===== config.mk =====
export PLATFORM = sky130hd
export DESIGN_NAME = fifo_port_ctrl
export DESIGN_NICKNAME = d
export VERILOG_FILES = /design/src/rtl/fpc_pkg.sv /design/src/rtl/fpc_control.sv /design/src/rtl/fpc_datapath.sv /design/src/rtl/fifo_port_ctrl.sv
export SDC_FILE = /design/constraint.sdc
export NUM_CORES = 1
export LEC_CHECK = 0
export BUFFER_PORTS_ARGS = -buffer_cell sky130_fd_sc_hd__buf_2
export CAP_MARGIN = 20
export CORE_UTILIZATION = 46
export DETAILED_ROUTE_END_ITERATION = 12
export GPL_TIMING_DRIVEN = 0
export PLACE_DENSITY = 0.77
export SLEW_MARGIN = 20
export SYNTH_ARGS = -nofsm -noshare
export SYNTH_HDL_FRONTEND = slang
export SYNTH_SLANG_ARGS = --single-unit

===== constraint.sdc =====
create_clock -name clk -period 2.12 [get_ports clk]
set_input_delay 0.212 -clock clk [delete_from_list [all_inputs] [get_ports clk]]
set_output_delay 0.212 -clock clk [all_outputs]
set_load 0.02 [all_outputs]

===== src/rtl/fpc_pkg.sv =====
package fpc_pkg;
  typedef enum logic [1:0] {
    W8   = 2'b00,
    W16  = 2'b01,
    W32  = 2'b10,
    WBAD = 2'b11
  } width_e;

  localparam int CPU_BYTES = 4;
  localparam int LANE_W    = $clog2(CPU_BYTES);
  localparam int REG_W     = 16;
  localparam int ERR_BIT   = 15;
  localparam int WID_LO    = 10;
  localparam int WID_HI    = 11;
  localparam int DIR_BIT   = 5;
  localparam int SEL_PIPE  = 0;
  localparam int SEL_DIR   = 1;
  localparam int SEL_WID   = 2;
  localparam int SEL_CLR   = 3;

  typedef struct packed {
    logic   start;
    logic   wr;
    width_e width;
  } dpCmd_t;

  function automatic logic [LANE_W-1:0] lastLane(input width_e w);
    case (w)
      W16:     return LANE_W'(1);
      W32:     return LANE_W'(3);
      default: return '0;
    endcase
  endfunction
endpackage


===== src/rtl/fpc_control.sv =====
module fpc_control
  import fpc_pkg::*;
#(
  parameter int NUM_PIPES  = 8,
  parameter int LEN_W      = 6,
  parameter int SETTLE_CYC = 25
) (
  input  logic                 clk,
  input  logic                 rstN,
  input  logic                 cfgWrEn,
  input  logic [3:0]           cfgWrSel,
  input  logic [REG_W-1:0]     cfgWrData,
  input  logic [NUM_PIPES-1:0] pipeIsWrite,
  input  logic [LEN_W-1:0]     pktLen,
  input  logic                 cpuRdStb,
  input  logic                 cpuWrStb,
  input  logic                 dpBusy,
  input  logic                 rdStb,
  input  logic                 wrStb,
  output dpCmd_t               cmd,
  output width_e               widthQ,
  output logic                 dirQ,
  output logic [((NUM_PIPES > 1) ? $clog2(NUM_PIPES) : 1)-1:0] pipeQ,
  output logic                 errQ,
  output logic                 readActive,
  output logic                 writeActive,
  output logic [LEN_W-1:0]     bufAddr
);
  localparam int PIPE_W = (NUM_PIPES > 1) ? $clog2(NUM_PIPES) : 1;
  localparam int SET_W  = $clog2(SETTLE_CYC + 1);

  logic [SET_W-1:0] settleCnt;
  logic [LEN_W-1:0] byteCnt, cntInc;
  logic selPipe, selDir, selWid, selClr;
  logic [PIPE_W-1:0] newPipe;
  logic dirAllowed, dirTake, dirErr, newDir, newDirEff, dirEff;
  width_e reqW;
  logic widthErr, lockRd, lockWr, readRule, widthTake, pktEnd;

  always_comb begin
    selPipe    = cfgWrEn & cfgWrSel[SEL_PIPE];
    selDir     = cfgWrEn & cfgWrSel[SEL_DIR];
    selWid     = cfgWrEn & cfgWrSel[SEL_WID];
    selClr     = cfgWrEn & cfgWrSel[SEL_CLR];
    newPipe    = selPipe ? cfgWrData[PIPE_W-1:0] : pipeQ;
    dirAllowed = (newPipe == '0) & (selPipe | (settleCnt == '0));
    dirTake    = selDir & dirAllowed;
    dirErr     = selDir & (newPipe == '0) & ~dirAllowed;
    newDir     = dirTake ? cfgWrData[DIR_BIT] : dirQ;
    newDirEff  = (newPipe == '0) ? newDir : pipeIsWrite[newPipe];
    reqW       = width_e'(cfgWrData[WID_HI:WID_LO]);
    widthErr   = selWid & (reqW == WBAD);
    lockRd     = ~selPipe & readActive;
    lockWr     = ~selPipe & writeActive & (reqW > widthQ);
    readRule   = ~newDirEff & ~(selPipe | ((newPipe == '0) & selDir));
    widthTake  = selWid & ~widthErr & ~lockRd & ~lockWr & ~readRule;
    dirEff     = (pipeQ == '0) ? dirQ : pipeIsWrite[pipeQ];
    cmd.start  = ~dpBusy & ((cpuRdStb & ~dirEff) | (cpuWrStb & dirEff));
    cmd.wr     = dirEff;
    cmd.width  = widthQ;
    cntInc     = byteCnt + 1'b1;
    pktEnd     = (cntInc == pktLen);
  end

  always_ff @(posedge clk) begin
    if (!rstN) begin
      pipeQ       <= '0;
      dirQ        <= 1'b0;
      widthQ      <= W8;
      errQ        <= 1'b0;
      settleCnt   <= '0;
      byteCnt     <= '0;
      readActive  <= 1'b0;
      writeActive <= 1'b0;
    end else begin
      pipeQ <= newPipe;
      dirQ  <= newDir;
      if (widthTake) widthQ <= reqW;
      if (widthErr | dirErr) errQ <= 1'b1;
      else if (selClr)       errQ <= 1'b0;
      if (selPipe)                settleCnt <= SET_W'(SETTLE_CYC - 1);
      else if (settleCnt != '0)   settleCnt <= settleCnt - 1'b1;
      if (selPipe) begin
        byteCnt     <= '0;
        readActive  <= 1'b0;
        writeActive <= 1'b0;
      end else if (rdStb | wrStb) begin
        if (pktEnd) begin
          byteCnt <= '0;
          if (rdStb) readActive  <= 1'b0;
          if (wrStb) writeActive <= 1'b0;
        end else begin
          byteCnt <= cntInc;
          if (rdStb) readActive  <= 1'b1;
          if (wrStb) writeActive <= 1'b1;
        end
      end
    end
  end

  assign bufAddr = byteCnt;
endmodule


===== src/rtl/fpc_datapath.sv =====
module fpc_datapath
  import fpc_pkg::*;
(
  input  logic                   clk,
  input  logic                   rstN,
  input  dpCmd_t                 cmd,
  input  logic [8*CPU_BYTES-1:0] cpuWrData,
  input  logic [7:0]             bufRdData,
  output logic                   busy,
  output logic                   bufRdEn,
  output logic                   bufWrEn,
  output logic [7:0]             bufWrData,
  output logic [8*CPU_BYTES-1:0] cpuRdData,
  output logic                   cpuAck
);
  logic                   wrQ;
  logic [LANE_W-1:0]      lane, lastQ;
  logic [8*CPU_BYTES-1:0] shiftQ;

  always_ff @(posedge clk) begin
    if (!rstN) begin
      busy   <= 1'b0;
      wrQ    <= 1'b0;
      lane   <= '0;
      lastQ  <= '0;
      shiftQ <= '0;
      cpuAck <= 1'b0;
    end else if (cmd.start) begin
      busy   <= 1'b1;
      wrQ    <= cmd.wr;
      lane   <= '0;
      lastQ  <= lastLane(cmd.width);
      shiftQ <= cpuWrData;
      cpuAck <= 1'b0;
    end else begin
      cpuAck <= 1'b0;
      if (busy) begin
        shiftQ <= shiftQ >> 8;
        lane   <= lane + 1'b1;
        if (lane == lastQ) begin
          busy   <= 1'b0;
          cpuAck <= 1'b1;
        end
      end
    end
  end

  for (genvar b = 0; b < CPU_BYTES; b++) begin : g_lane
    logic [7:0] laneQ;
    always_ff @(posedge clk) begin
      if (!rstN)                                    laneQ <= '0;
      else if (cmd.start)                           laneQ <= '0;
      else if (busy && !wrQ && lane == LANE_W'(b))  laneQ <= bufRdData;
    end
    assign cpuRdData[8*b +: 8] = laneQ;
  end

  assign bufRdEn   = busy & ~wrQ;
  assign bufWrEn   = busy & wrQ;
  assign bufWrData = shiftQ[7:0];
endmodule


===== src/rtl/fifo_port_ctrl.sv =====
module fifo_port_ctrl
  import fpc_pkg::*;
#(
  parameter int NUM_PIPES  = 8,
  parameter int LEN_W      = 6,
  parameter int SETTLE_CYC = 25
) (
  input  logic                 clk,
  input  logic                 rstN,
  input  logic                 cfgWrEn,
  input  logic [3:0]           cfgWrSel,
  input  logic [15:0]          cfgWrData,
  output logic [15:0]          cfgRdData,
  input  logic [NUM_PIPES-1:0] pipeIsWrite,
  input  logic [LEN_W-1:0]     pktLen,
  input  logic                 cpuRdStb,
  input  logic                 cpuWrStb,
  input  logic [31:0]          cpuWrData,
  output logic [31:0]          cpuRdData,
  output logic                 cpuAck,
  output logic [LEN_W-1:0]     bufAddr,
  output logic                 bufRdEn,
  output logic                 bufWrEn,
  output logic [7:0]           bufWrData,
  input  logic [7:0]           bufRdData
);
  localparam int PIPE_W = (NUM_PIPES > 1) ? $clog2(NUM_PIPES) : 1;

  dpCmd_t            cmd;
  width_e            widthQ;
  logic              dirQ, errQ, readActive, writeActive, dpBusy;
  logic [PIPE_W-1:0] pipeQ;

  fpc_control #(
    .NUM_PIPES(NUM_PIPES), .LEN_W(LEN_W), .SETTLE_CYC(SETTLE_CYC)
  ) u_ctl (
    .clk(clk), .rstN(rstN), .cfgWrEn(cfgWrEn), .cfgWrSel(cfgWrSel),
    .cfgWrData(cfgWrData), .pipeIsWrite(pipeIsWrite), .pktLen(pktLen),
    .cpuRdStb(cpuRdStb), .cpuWrStb(cpuWrStb), .dpBusy(dpBusy),
    .rdStb(bufRdEn), .wrStb(bufWrEn), .cmd(cmd), .widthQ(widthQ),
    .dirQ(dirQ), .pipeQ(pipeQ), .errQ(errQ), .readActive(readActive),
    .writeActive(writeActive), .bufAddr(bufAddr)
  );

  fpc_datapath u_dp (
    .clk(clk), .rstN(rstN), .cmd(cmd), .cpuWrData(cpuWrData),
    .bufRdData(bufRdData), .busy(dpBusy), .bufRdEn(bufRdEn),
    .bufWrEn(bufWrEn), .bufWrData(bufWrData), .cpuRdData(cpuRdData),
    .cpuAck(cpuAck)
  );

  always_comb begin
    cfgRdData                 = '0;
    cfgRdData[ERR_BIT]        = errQ;
    cfgRdData[WID_HI:WID_LO]  = widthQ;
    cfgRdData[DIR_BIT]        = dirQ;
    cfgRdData[PIPE_W-1:0]     = pipeQ;
  end
endmodule


* After elaboration in Yosys (flattened, before gate mapping)
Cells that the tools add are included.
** Storage, ports and cells
- Register bits after elaboration :: 91
- Input bits :: 79
- Output and inout bits :: 65
- Word-level logic and storage cells :: 117
** Cells by class
- Add/subtract/negate cells :: 3
- $lt $le $gt $ge :: 3
- Equality and inequality tests :: 8
- Muxes and demuxes :: 26
- Bitwise gates (word level) :: 39
- Reduce and logical (&&, ||, !) cells :: 19
** Operators with widths (number)
- $mux 32 :: 2
- $and 1x1->1 :: 22
- $mux 1 :: 17
- $not 1->1 :: 12
- $mux 5 :: 2
- $eq 2x2->1 const B :: 4
- $lt 3x4->1 const B :: 2
- $add 6x1->6 const B :: 1
- $bmux 1 s3 :: 2
- $eq 6x6->1 :: 1
- $logic_not 3->1 :: 2
- $mux 6 :: 1
- $reduce_bool 2->1 :: 3
- $logic_and 1x1->1 :: 5
- $logic_not 5->1 :: 1
- $or 1x1->1 :: 5
- $reduce_bool 5->1 :: 1
- $sub 5x1->5 const B :: 1
- $eq 2x1->1 const B :: 2
- $pmux 2 s2 :: 1
- $reduce_and 2->1 :: 2
- $reduce_or 2->1 :: 2
- $mux 3 :: 1
- $reduce_or 3->1 :: 1
- other kinds (5) :: 5

* Logic depth before layout (Yosys ltp)
- Depth after elaboration :: 11
- Mapped depth :: 8
- Mapped depth without buffers :: 8

* Hierarchy
Synthesis repeated with hierarchy kept, for this count alone.
** Second synthesis, totals
- Cell total of the unflattened synthesis :: 489
- Area, all modules :: 4660.7 um^2
** By module, submodules not included
- fpc_datapath :: instances 1, cells an instance 313, area each 3095.5 um^2, seq. area each 1421.4 um^2
- fpc_control :: instances 1, cells an instance 164, area each 1478.9 um^2, seq. area each 400.4 um^2
- fifo_port_ctrl :: instances 1, cells an instance 12, area each 86.3 um^2, seq. area each 0.0 um^2

* Worst setup path after synthesis
OpenSTA, ideal clock, no wires.
- Path kind :: register to register
- Start point :: register u_ctl.pipeQ[2] in the netlist's numbering
- End point :: register u_dp.shiftQ[6]
- Library setup time :: 73 ps
- Data arrival time :: 2177 ps
- Data required time :: 2047 ps
- Slack :: -130 ps
- Stages on the path, launching flop included :: 8
- Path buffers :: 2
- Clock period less this slack :: 2250 ps
- Cells stage by stage :: dfxtp_1 buf_6 mux4_2 mux2i_4 mux2i_2 buf_2 nor3_2 nor3_2
** On the way
- Longest elaborated chain between the ends :: 8
- Elaborated cells between the ends (all ways) :: 11
- Those cells by class :: 4 x mux; 5 x bitwise; 2 x reduce/logical
** RTL lines
- from (decl) :: RTL line fpc_control.sv:23 : output logic [((NUM_PIPES > 1) ? $clog2(NUM_PIPES) : 1)-1:0] pipeQ,
- from (signal assigned) :: RTL line fpc_control.sv:76 : pipeQ <= newPipe;
- $bmux 1 s3 :: RTL line fpc_control.sv:57 : dirEff = (pipeQ == '0) ? dirQ : pipeIsWrite[pipeQ];
- $mux 1 (implied by the code) :: RTL line fpc_control.sv:57
- $mux 1 * :: RTL line fpc_control.sv:57
- $not 1->1 :: RTL line fpc_control.sv:58 : cmd.start = ~dpBusy & ((cpuRdStb & ~dirEff) | (cpuWrStb & dirEff));
- $and 1x1->1 :: RTL line fpc_control.sv:58
- $or 1x1->1 * :: RTL line fpc_control.sv:58
- $and 1x1->1 * :: RTL line fpc_control.sv:58
- $mux 32 / $reduce_bool 2->1 (equally long branches)
- to (signal assigned) :: RTL line fpc_datapath.sv:33 : shiftQ <= cpuWrData;
- to (signal assigned) :: RTL line fpc_datapath.sv:38 : shiftQ <= shiftQ >> 8;
- to (decl) :: RTL line fpc_datapath.sv:18 : logic [8*CPU_BYTES-1:0] shiftQ;
Every way passes the cells marked *; elsewhere a longest branch is shown, timed or not. The select of a mux whose other input is x is not followed.
A chain may end at the register's enable or synchronous reset.

* Worst setup path in the final report
- Start point :: register u_ctl.pipeQ[2] in the netlist's numbering
- End point :: register u_dp.lastQ[1]
** On the way
- Longest elaborated chain between the ends :: 7
- Elaborated cells between the ends (all ways) :: 9
- Those cells by class :: 3 x mux; 5 x bitwise; 1 x reduce/logical
** RTL lines
- $bmux 1 s3 :: RTL line fpc_control.sv:57
- $mux 1 (implied by the code) :: RTL line fpc_control.sv:57
- $mux 1 * :: RTL line fpc_control.sv:57
- $not 1->1 :: RTL line fpc_control.sv:58
- $and 1x1->1 :: RTL line fpc_control.sv:58
- $or 1x1->1 * :: RTL line fpc_control.sv:58
- $and 1x1->1 * :: RTL line fpc_control.sv:58
- to (signal assigned) :: RTL line fpc_datapath.sv:32 : lastQ <= lastLane(cmd.width);
- to (decl) :: RTL line fpc_datapath.sv:17 : logic [LANE_W-1:0] lane, lastQ;
Marked as above.

==> results.sh <==
export IMPL_status="finished with violations"
export IMPL_failed_checks="negative setup slack"
export IMPL_multi_input_area_um2=2375
export IMPL_startpoint="u_ctl.pipeQ[2]$_SDFF_PN0_"
export IMPL_grt_pass1_wl_um=18940
export IMPL_wl_per_cell_um=15.12
export IMPL_fp_dieW_um=98.73
export IMPL_start_util=0.4841
export IMPL_synth_warnings=0
export IMPL_cp_start_kind="register"
export IMPL_gp_congestion=0.8374
export IMPL_synth_cell_types=52
export IMPL_hp_start="pktLen[5]"
export IMPL_critPathSlowestCell="mux4_2"
export IMPL_cts_clk_slew_worst_paths_ns=0.09
export IMPL_setup_viol=64
export IMPL_cts_max_path_buffers=2
export IMPL_arrival_ns=2.53
export IMPL_power_density_nw_per_um2=783.6
export IMPL_grt_ovfl_total=0
export IMPL_regArea_um2=1823
export IMPL_grt_met1_usage=0.2996
export IMPL_io_buffers=123
export IMPL_grt_setup_unrepaired="yes"
export IMPL_io_pins=144
export IMPL_die_h_um=98.73
export IMPL_htree_levels=3
export IMPL_period_needed_ns=2.231
export IMPL_worstPathMaxFanout=9
export IMPL_antenna_found_initial=0
export IMPL_synth_area_per_cell_um2=8.230
export IMPL_insertedDiodeCount=0
export IMPL_p_leak_nw=2.447
export IMPL_synth_seq_cells=91
export IMPL_path_cells="buf_6, mux4_2, mux2i_4, mux2i_4, buf_6, buf_4, nand3_1, o21ai_1"
export IMPL_numCtsBuffers=9
export IMPL_firstDrtPassIters=4
export IMPL_cts_tree="done"
export IMPL_grt_max_degree=17
export IMPL_timing_rr_start="u_ctl.pipeQ[2]$_SDFF_PN0_"
export IMPL_fillers=757
export IMPL_core_area_um2=8891
export IMPL_hold_class="in2reg"
export IMPL_dieArea_um2=9748
export IMPL_peakVddDrop_mv=0.4261
export IMPL_tightestPinTransition_ns=0.7359
export IMPL_placed_area_um2=5097
export IMPL_endpoint_kind="register"
export IMPL_vias=4319
export IMPL_cts_hold_buf=0
export IMPL_core_rowCount=34
export IMPL_finClkSkew_ns=0.01414
export IMPL_initialDrtViolationCount=212
export IMPL_grt_util_met3=0.04184
export IMPL_drive_gt1_frac=0.3539
export IMPL_crit_required_ns=2.42
export IMPL_yosysSeqAreaShare=0.4233
export IMPL_drv_cap=0
export IMPL_final_critical_path_setup_slack_ns=-0.1105
export IMPL_max_clock_freq_mhz=448.3
export IMPL_fin_crit_sh=1.052
export IMPL_syn_area_um2=4304
export IMPL_cp_slowest_stage_delay_ns=0.52
export IMPL_finalMaxSlewViolations=0
export IMPL_root_buffer="clkbuf_8"
export IMPL_drc=0
export IMPL_grt_use_met2=0.4285
export IMPL_syn_inst=523
export IMPL_syn2layout_area_growth_pct=32.41
export IMPL_slew_headroom=0.5094
export IMPL_avgViaCountPerCell=5.474
export IMPL_dp_hpwl_um=8529
export IMPL_worst_setup_path_type="reg2reg"
export IMPL_postRouteAntennaNets=0
export IMPL_hold_violations=0
export IMPL_routed_wl_um=11930
export IMPL_clkLatencyLatePin_ns=0.37
export IMPL_grt_pass1_vias=4124
export IMPL_grt_usage=0.2437
export IMPL_postLayoutCellArea_um2=5699
export IMPL_clock_sinks=91
export IMPL_final_core_util=0.6410
export IMPL_grt_busiest_layer="met2"
export IMPL_nNetsFinal=764
[cells by family after synthesis]
| group | share of synthesized area |
|---|---|
| xor gates and xnor gates | 0.02238 |
| other | 0.0008713 |
| AOI/OAI and AO/OA | 0.1579 |
| and+or+nand+nor | 0.2483 |
| muxes | 0.03430 |
| DFF | 0.4233 |
| adders and majority gates | 0.02616 |
| buffers and inverters | 0.08692 |
[critical path: cells and delay by family (launching register included)]
kind                   cells  cell delay (ns)
DFF                        1             0.34
AOI/OAI and AO/OA          1             0.10
and+or+nand+nor            1             0.08
muxes                      3             1.20
buffers and inverters      3             0.44
[repair_timing]
| item | 4_1_cts | 5_1_grt |
|---|---|---|
| gates cloned | 0 | 2 |
| setup endpoints to repair | 71 | 77 |
| buffers inserted | 3 | 6 |
| resized for setup | 26 | 44 |
| pin swaps | 5 | 10 |
| hold endpoints to repair | 0 | 0 |
[synthesized netlist by cell type (all sizes together)]
cell type	count	area [um2]
o21ai	17	85.08
xnor2	6	52.55
a21oi	50	250.2
a32o	2	20.02
nand3	41	205.2
or3b	1	8.760
a211oi	4	30.03
a31o	1	8.760
o22ai	1	6.260
clkbuf	20	75.07
nand4	1	6.260
a41o	1	10.01
dfxtp	91	1822
a31oi	1	6.260
nor4	1	6.260
a221oi	2	17.52
inv	12	45.04
o32ai	1	8.760
a221o	1	10.01
o21a	1	7.510
or2	1	6.260
ha	9	112.6
nor2b	9	56.30
conb	1	3.750
or3	5	31.28
mux2	2	26.27
a21o	2	15.01
a311oi	1	8.760
nand2	73	274.0
nor2	33	123.9
mux4	2	45.04
o211ai	1	7.510
o311ai	1	8.760
and2	7	43.79
buf	37	254.0
a21boi	4	30.03
and3	3	18.77
nor3	46	265.3
nand3b	1	7.510
mux2i	6	76.32
nor3b	2	15.01
o221ai	17	148.9
xor2	5	43.79
[placed cells by master, fill, tap and decap left out, types with 11 or more instances in the layout]
| master | instances |
|---|---|
| o221ai_1 | 13 |
| nor3_2 | 14 |
| nor2_1 | 32 |
| buf_2 | 126 |
| o21ai_0 | 13 |
| a21oi_1 | 34 |
| inv_1 | 12 |
| clkbuf_1 | 17 |
| nor3_1 | 27 |
| buf_4 | 28 |
| a21oi_2 | 16 |
| dfxtp_1 | 90 |
| nand2_1 | 69 |
| nand3_1 | 41 |
| buf_6 | 11 |
[routing by layer]
| metal | share of wire | vias up |
|---|---|---|
| li1 | - | 2114 |
| met4 | 0.018 | 0 |
| met1 | 0.43 | 2032 |
| met3 | 0.053 | 20 |
| met2 | 0.50 | 153 |
| met5 | 0 | - |
[worst paths after layout]
kind | end | slack, ns | depth (start not counted)
worst max-delay path | u_dp.lastQ[1]$_SDFFE_PN0P_ | -0.11 | 8
worst min-delay path | u_ctl.bufAddr[5]$_SDFFE_PP0P_ | 0.08 | 2
worst max register to register | u_dp.lastQ[1]$_SDFFE_PN0P_ | -0.11 | 8
worst min register to register | u_dp.g_lane[1].laneQ[0]$_SDFFE_PP0P_ | 0.46 | 2
[final cells by class]
type,count,area share
plain buffers,57,0.06608
clock buffers,9,0.02173
clock inverters,7,0.01756
inverters,12,0.007903
multi-input cells,371,0.4167
flip-flops and latches,91,0.3199
well taps,108,0.02371
repair buffers,134,0.1265
[flip-flops by register name, summed over array words and instances (netlist names)]
register / cells
u_ctl.dirQ: 1
u_dp.cpuAck: 1
u_dp.wrQ: 1
u_dp.shiftQ: 32
u_ctl.pipeQ: 3
u_dp.g_lane.laneQ: 32
u_ctl.widthQ: 2
u_ctl.settleCnt: 5
u_ctl.readActive: 1
u_dp.lane: 2
u_ctl.writeActive: 1
u_dp.busy: 1
u_ctl.bufAddr: 6
u_ctl.errQ: 1
u_dp.lastQ: 2
[power breakdown]
group,leakage (nW),internal (W),switching [W]
clock network,0.107,0.000672,0.000649
logic,1.60,0.000504,0.000686
registers,0.744,0.00185,0.000100
total,2.45,0.00303,0.00144
[stage by stage]
step / power [W] / hold slack [ns] / instances / TNS, ns / worst slack, ns
CTS: 0.004350 / 0.07722 / 781 / -0.3772 / -0.03485
finish: 0.004466 / 0.07827 / 789 / -2.585 / -0.1105
floorplan: 0.002698 / 0.3262 / 531 / -0.001191 / -0.0004430
global route: 0.004692 / 0.07781 / 789 / -9.745 / -0.1966
global placement: 0.002958 / 0.4386 / 762 / -5.938 / -0.1780
detailed placement: 0.003000 / 0.4439 / 762 / -7.348 / -0.2591
No activity file was read; power rests on OpenSTA's default activity.
